**src/rtl/dim1_pkg.sv**
```systemverilog
package dim1_pkg;

  // Result of one 4-2 cell: sum bit, carry bit (weight 2, into the carry
  // word) and the transfer bit handed to the next more significant cell.
  typedef struct packed {
    logic sum;
    logic carry;
    logic xfer;
  } cell42_t;

  // Two-input selector used as the basic element of the cell.
  function automatic logic pick(input logic sel, input logic when0,
                                input logic when1);
    return sel ? when1 : when0;
  endfunction

endpackage

```
**src/rtl/dim1_cell42.sv**
```systemverilog
module dim1_cell42
  import dim1_pkg::*;
(
  input  logic    in_a,
  input  logic    in_b,
  input  logic    in_c,
  input  logic    in_d,
  input  logic    xfer_in,
  output cell42_t res
);

  logic ab_x, ab_n, cd_x, cd_n, all_x, all_n;

  // Pair differences and equalities are both formed early; they later
  // drive selector inputs instead of feeding a second adder stage.
  always_comb begin
    ab_x  = in_a ^ in_b;
    ab_n  = in_a ~^ in_b;
    cd_x  = in_c ^ in_d;
    cd_n  = in_c ~^ in_d;
    all_x = pick(ab_x, cd_x, cd_n);
    all_n = pick(ab_x, cd_n, cd_x);
  end

  // Transfer does not depend on xfer_in, so no ripple forms across the row.
  always_comb begin
    res.xfer  = pick(ab_n, in_c, in_a);
    res.sum   = pick(xfer_in, all_x, all_n);
    res.carry = pick(all_n, xfer_in, in_d);
  end

endmodule

```
**src/rtl/dim1_row42.sv**
```systemverilog
module dim1_row42
  import dim1_pkg::*;
#(
  parameter int WIDTH = 8
) (
  input  logic [WIDTH-1:0] row_a,
  input  logic [WIDTH-1:0] row_b,
  input  logic [WIDTH-1:0] row_c,
  input  logic [WIDTH-1:0] row_d,
  output logic [WIDTH-1:0] row_sum,
  output logic [WIDTH-1:0] row_carry
);

  localparam int TOP = WIDTH - 1;

  cell42_t          cells [WIDTH];
  logic [WIDTH-1:0] xfer_out;
  logic [WIDTH-1:0] xfer_in;

  // Transfer chain: each position takes its lower neighbour's transfer,
  // position 0 takes the top transfer complemented (2^n == -1).
  generate
    for (genvar i = 0; i < WIDTH; i++) begin : g_link
      if (i == 0) begin : g_wrap
        assign xfer_in[i] = ~xfer_out[TOP];
      end else begin : g_pass
        assign xfer_in[i] = xfer_out[i-1];
      end
    end
  endgenerate

  generate
    for (genvar i = 0; i < WIDTH; i++) begin : g_cell
      dim1_cell42 u_cell (
        .in_a   (row_a[i]),
        .in_b   (row_b[i]),
        .in_c   (row_c[i]),
        .in_d   (row_d[i]),
        .xfer_in(xfer_in[i]),
        .res    (cells[i])
      );
      assign xfer_out[i]  = cells[i].xfer;
      assign row_sum[i]   = cells[i].sum;
      assign row_carry[i] = cells[i].carry;
    end
  endgenerate

endmodule

```
**src/rtl/dim1_csa42.sv**
```systemverilog
module dim1_csa42 #(
  parameter int WIDTH = 8
) (
  input  logic [WIDTH-1:0] opnd_w,
  input  logic [WIDTH-1:0] opnd_x,
  input  logic [WIDTH-1:0] opnd_y,
  input  logic [WIDTH-1:0] opnd_z,
  output logic [WIDTH-1:0] sum_vec,
  output logic [WIDTH-1:0] carry_vec
);

  localparam int TOP = WIDTH - 1;

  logic [WIDTH-1:0] cell_carry;

  dim1_row42 #(.WIDTH(WIDTH)) u_row (
    .row_a    (opnd_w),
    .row_b    (opnd_x),
    .row_c    (opnd_y),
    .row_d    (opnd_z),
    .row_sum  (sum_vec),
    .row_carry(cell_carry)
  );

  // Carry word is the cell carries moved up one place; the bit pushed out
  // of the top returns complemented at position 0, adding the offset.
  generate
    if (WIDTH > 1) begin : g_shift
      assign carry_vec = {cell_carry[TOP-1:0], ~cell_carry[TOP]};
    end else begin : g_single
      assign carry_vec = ~cell_carry;
    end
  endgenerate

endmodule

```
**config.mk**
```make
export PLATFORM = sky130hd
export DESIGN_NAME = dim1_csa42
export DESIGN_NICKNAME = d
export VERILOG_FILES = /design/src/rtl/dim1_pkg.sv /design/src/rtl/dim1_cell42.sv /design/src/rtl/dim1_row42.sv /design/src/rtl/dim1_csa42.sv
export SDC_FILE = /design/constraint.sdc
export NUM_CORES = 1
export LEC_CHECK = 0
export BUFFER_PORTS_ARGS = -buffer_cell sky130_fd_sc_hd__buf_2
export CAP_MARGIN = 20
export CORE_AREA = 2 2 39 41
export DETAILED_ROUTE_END_ITERATION = 10
export DIE_AREA = 0 0 41 43
export GPL_TIMING_DRIVEN = 0
export PLACE_DENSITY = 0.83
export RECOVER_POWER = 50
export SKIP_LAST_GASP = 1
export SYNTH_ARGS = -nofsm -noshare
export SYNTH_HDL_FRONTEND = slang
export SYNTH_HIERARCHICAL = 1
export SYNTH_SLANG_ARGS = --single-unit
export TNS_END_PERCENT = 100
```
**constraint.sdc**
```tcl
create_clock -name vclk -period 4.95
set_clock_uncertainty 0.15 [all_clocks]
set_input_delay 1.485 -clock vclk [all_inputs]
set_output_delay 1.485 -clock vclk [all_outputs]
set_load 0.005 [all_outputs]
```
==> results.json, run 1 <==
{
  "status": "finished clean",
  "grt_max_degree": 4,
  "cp-end-kind": "output port",
  "critical_path.max_stage_delay_ns": 0.35,
  "die_h_microns": 43,
  "maxCapViolations": 0,
  "wire_per_inst_microns": 8.58,
  "synth_area_per_cell_sq_um": 8.76,
  "worst_path_max_delay_cell": "maj3_1",
  "core_sq_um": 1380,
  "fin_crit_ns": 4.14,
  "wirelength_microns": 1050,
  "grt_pass1_wl_microns": 1640,
  "initial_core_util": 0.367,
  "die_w_microns": 41,
  "yosysUniqueCellTypes": 8,
  "setup.worst_path.class": "in2out",
  "layout-drive-gt1-share": 0.396,
  "clkbuf_count": 0,
  "required_ns": 3.31,
  "synth_cells": 58,
  "slew_viol_final": 0,
  "vias": 550,
  "grt_pass1_vias": 483,
  "areaGrowthSynthToFinish_pct": 49.8,
  "hold_violations": 0,
  "rsz0062_at_grt": "no",
  "drt_iter0_drc": 1,
  "regArea_sq_um": 0,
  "cp_cell_sequence": "buf_2 > maj3_1 > inv_1 > xor2_1 > xnor2_1 > buf_2",
  "cts_resized": 0,
  "viasPerCell": 4.51,
  "wl_met2_microns": 562,
  "wl_met3_microns": 87,
  "portBuffers": 48,
  "fill_cells": 146,
  "relSlewSlack": 0.887,
  "rows": 14,
  "syn-num-nets": 90,
  "place_congestion": 0.675,
  "seq_cells": 0,
  "p_total_w": 0.000107,
  "finalSetupTns_ns": 0,
  "ios": 48,
  "die_area_sq_um": 1760,
  "postCtsHoldBufs": 0,
  "antenna_left": 0,
  "setup_violations": 0,
  "yosysWarnings": 6,
  "worst_slew_pin_slew_ns": 0.168,
  "leakage_nw": 0.419,
  "antenna_found_initial": 0,
  "postLayoutCoreUtil": 0.550,
  "hold_class": "in2out",
  "gr-total-overflow": 0,
  "cp.arrival_ns": 2.51,
  "grt_usage": 0.124,
  "finalCritPeriodShare": 0.837,
  "pwr_density_cell_nw_per_um2": 141,
  "multiInputGateArea_sq_um": 500,
  "firstDrtPassIters": 2,
  "fmax_ghz": 0.241,
  "syn_area_sq_um": 508,
  "seq_area_frac_synth": 0,
  "peakVddDrop_mv": 0.0659,
  "nNetsFinal": 140,
  "crit_path_frequent_cell": "buf_2",
  "critPathLaunchType": "input port",
  "drt-met1-wl_microns": 397,
  "cts_setup_buffers": 0,
  "top_layer": "met3",
  "crit_path_max_fanout": 3,
  "diodes": 0,
  "drc": 0,
  "hpwl_microns": 983
}
worst max-delay path: cells and delay by family:
family,cells,cell delay [ns]
fa+ha+maj,1,0.35
xor+xnor,2,0.31
buf+inv,3,0.36
per-stage QoR:
step           std cells  area [sq um]  hold WS, ns  setup WS (ns)
3_3_place_gp         122           768         3.12          0.844
5_1_grt              122           761         3.17          0.699
6_report             122           761         3.13          0.808
2_1_floorplan         58           508         2.93           1.09
4_1_cts              122           768         3.13          0.806
3_5_place_dp         122           768         3.13          0.813
layout by cell type, fill, tap and decap left out:
cell | Yosys | routed
buf_2 | 0 | 40
nor2_1 | 8 | 8
xnor3_1 | 8 | 8
nand2_1 | 8 | 8
o21ai_0 | 8 | 8
maj3_1 | 8 | 8
xor2_1 | 8 | 8
xnor2_1 | 8 | 8
clkbuf_1 | 0 | 6
inv_1 | 2 | 2
clkbuf_2 | 0 | 2
final timing paths:
check	cells after the start	endpoint	startpoint	slack [ns]
max	6	sum_vec[0]	opnd_y[7]	0.81
min	4	carry_vec[3]	opnd_z[2]	3.13
Yosys cell counts (all sizes together):
master  instances  area share
maj3            8        0.16
nand2           8       0.059
nor2            8       0.059
o21ai           8       0.079
xnor2           8        0.14
xnor3           8        0.35
xor2            8        0.14
inv             2       0.015
layer usage:
| metal | vias to the layer above | GRT usage |
|---|---|---|
| li1 | 293 | - |
| met2 | 28 | 0.256 |
| met5 | - | 0 |
| met3 | 0 | 0 |
| met4 | 0 | 0 |
| met1 | 229 | 0.133 |
cell type report:
| type | instances | share of cell area |
|---|---|---|
| inverter | 2 | 0.00987 |
| tap | 16 | 0.0263 |
| timing repair buffer | 48 | 0.306 |
| multi-input combinational | 56 | 0.658 |
report_power, final:
| part | internal (W) | leakage [nW] | switching, W | total, W |
|---|---|---|---|---|
| clock | 0 | 0 | 0 | 0 |
| sequential | 0 | 0 | 0 | 0 |
| combinational | 0.0000623 | 0.419 | 0.0000451 | 0.000107 |
logic make-up after synthesis:
family / after synthesis / share of synthesized area
xor+xnor: 24 / 0.631
simple gates: 16 / 0.118
compound gates: 8 / 0.0788
fa+ha+maj: 8 / 0.158
buf+inv: 2 / 0.0148
Note: power is estimated with default switching activity, not from simulation.
==> run 2, diff against run 1 <==
CORE_AREA = default   (was 2 2 39 41)
CORE_MARGIN = 2   (was default)
CORE_UTILIZATION = 35   (was default)
DIE_AREA = default   (was 0 0 41 43)
PLACE_DENSITY = 0.8   (was 0.83)
clock period = 3.7 ns   (was 4.95 ns; I/O delays follow)
==> run 2 against run 1 <==
Cell area is 0.16% lower. Combinational power is 35% higher. Total power rose by 34%. Die area increased by 0.51%. Wire length rose by 15%. Largest cell class unchanged. Highest routed layer unchanged.
==> results.json, run 2 (synthesis gave the netlist of run 1 again) <==
{
  "fmax_ghz": 0.295,
  "final_common_cell": "buf_2",
  "dp.cells": 121,
  "status": "finished clean",
  "setup.worst_path.class": "in2out",
  "grt_usage": 0.132,
  "core_sq_um": 1330,
  "clkbuf_count": 0,
  "die_h_microns": 42.1,
  "finalSetupTns_ns": 0,
  "p_total_w": 0.000144,
  "drt_iter0_drc": 2,
  "rsz0062_at_grt": "no",
  "power_frac_comb": 1.000,
  "hpwl_microns": 1090,
  "postLayoutCoreUtil": 0.569,
  "worst_slew_pin_slew_ns": 0.158,
  "switching_share": 0.422,
  "grt_pass1_vias": 483,
  "ios": 48,
  "cp.arrival_ns": 2.13,
  "die_w_microns": 42.1,
  "viasPerCell": 4.60,
  "layout-drive-gt1-share": 0.396,
  "finalNonFillerCells": 121,
  "fin_crit_ns": 3.39,
  "regArea_sq_um": 0,
  "initial_core_util": 0.381,
  "wirelength_microns": 1210,
  "grt_pass1_wl_microns": 1950,
  "pwr_density_cell_nw_per_um2": 190,
  "setup_slack_ns": 0.313,
  "cts_resized": 0,
  "maxCapViolations": 0,
  "slew_viol_final": 0,
  "crit_path_max_fanout": 3,
  "hold_violations": 0,
  "leakage_nw": 0.419,
  "p_switching_w": 0.0000608,
  "cp-end-kind": "output port",
  "antenna_found_initial": 0,
  "nNetsFinal": 140,
  "clockPowerShare": 0,
  "required_ns": 2.44,
  "antenna_left": 0,
  "firstDrtPassIters": 3,
  "grt_max_degree": 4,
  "p_int_w": 0.0000834,
  "portBuffers": 48,
  "seq_cells": 0,
  "hold_class": "in2out",
  "critPathLaunchType": "input port",
  "die_area_sq_um": 1770,
  "peakVddDrop_mv": 0.0820,
  "rows": 13,
  "setup_violations": 0,
  "relSlewSlack": 0.893,
  "postCtsHoldBufs": 0,
  "areaGrowthSynthToFinish_pct": 49.5,
  "vias": 557,
  "seqPwrFrac": 0,
  "drc": 0,
  "wire_per_inst_microns": 9.96,
  "finalCritPeriodShare": 0.915,
  "place_worst_setup_slack_ns": 0.318,
  "diodes": 0,
  "gr-total-overflow": 0,
  "place_congestion": 0.646,
  "cts_setup_buffers": 0
}
==> run 2: stage by stage <==
step	hold slack [ns]	instance area, sq um
6_report	2.39	759
2_1_floorplan	2.18	508
5_1_grt	2.43	759
3_5_place_dp	2.38	767
3_3_place_gp	2.37	767
4_1_cts	2.39	767
==> run 2: area by class of cell <==
class / count / area, sq um
Timing Repair Buffer: 48 / 233
Tap cell: 15 / 18.8
Multi-Input combinational cell: 56 / 500
Fill cell: 135 / 574
Inverter: 2 / 7.51
==> run 2: worst max-delay path, stage by stage <==
cell and delay, ns:
buf_2 0.11, maj3_1 0.35, inv_1 0.11, xor2_1 0.19, xnor2_1 0.13, buf_2 0.12
==> run 2: power by group through the flow <==
stage,registers (W),clock network (W),logic (W)
3_5_place_dp,0,0,0.000147
4_1_cts,0,0,0.000148
3_3_place_gp,0,0,0.000143
6_report,0,0,0.000144
2_1_floorplan,0,0,0.0000831
5_1_grt,0,0,0.000158
==> run 2: path summary, 6_finish.rpt <==
check | cells after the start | startpoint | end | slack [ns]
min | 4 | opnd_z[0] | carry_vec[1] | 2.39
max | 6 | opnd_y[7] | sum_vec[0] | 0.31
==> run 2: per-layer routing <==
metal / wire [microns] / track usage / part of all wire
met5: 0 / 0 / 0
met1: 489 / 0.162 / 0.41
met2: 602 / 0.263 / 0.50
met4: 0 / 0 / 0
met3: 113 / 0.00862 / 0.094
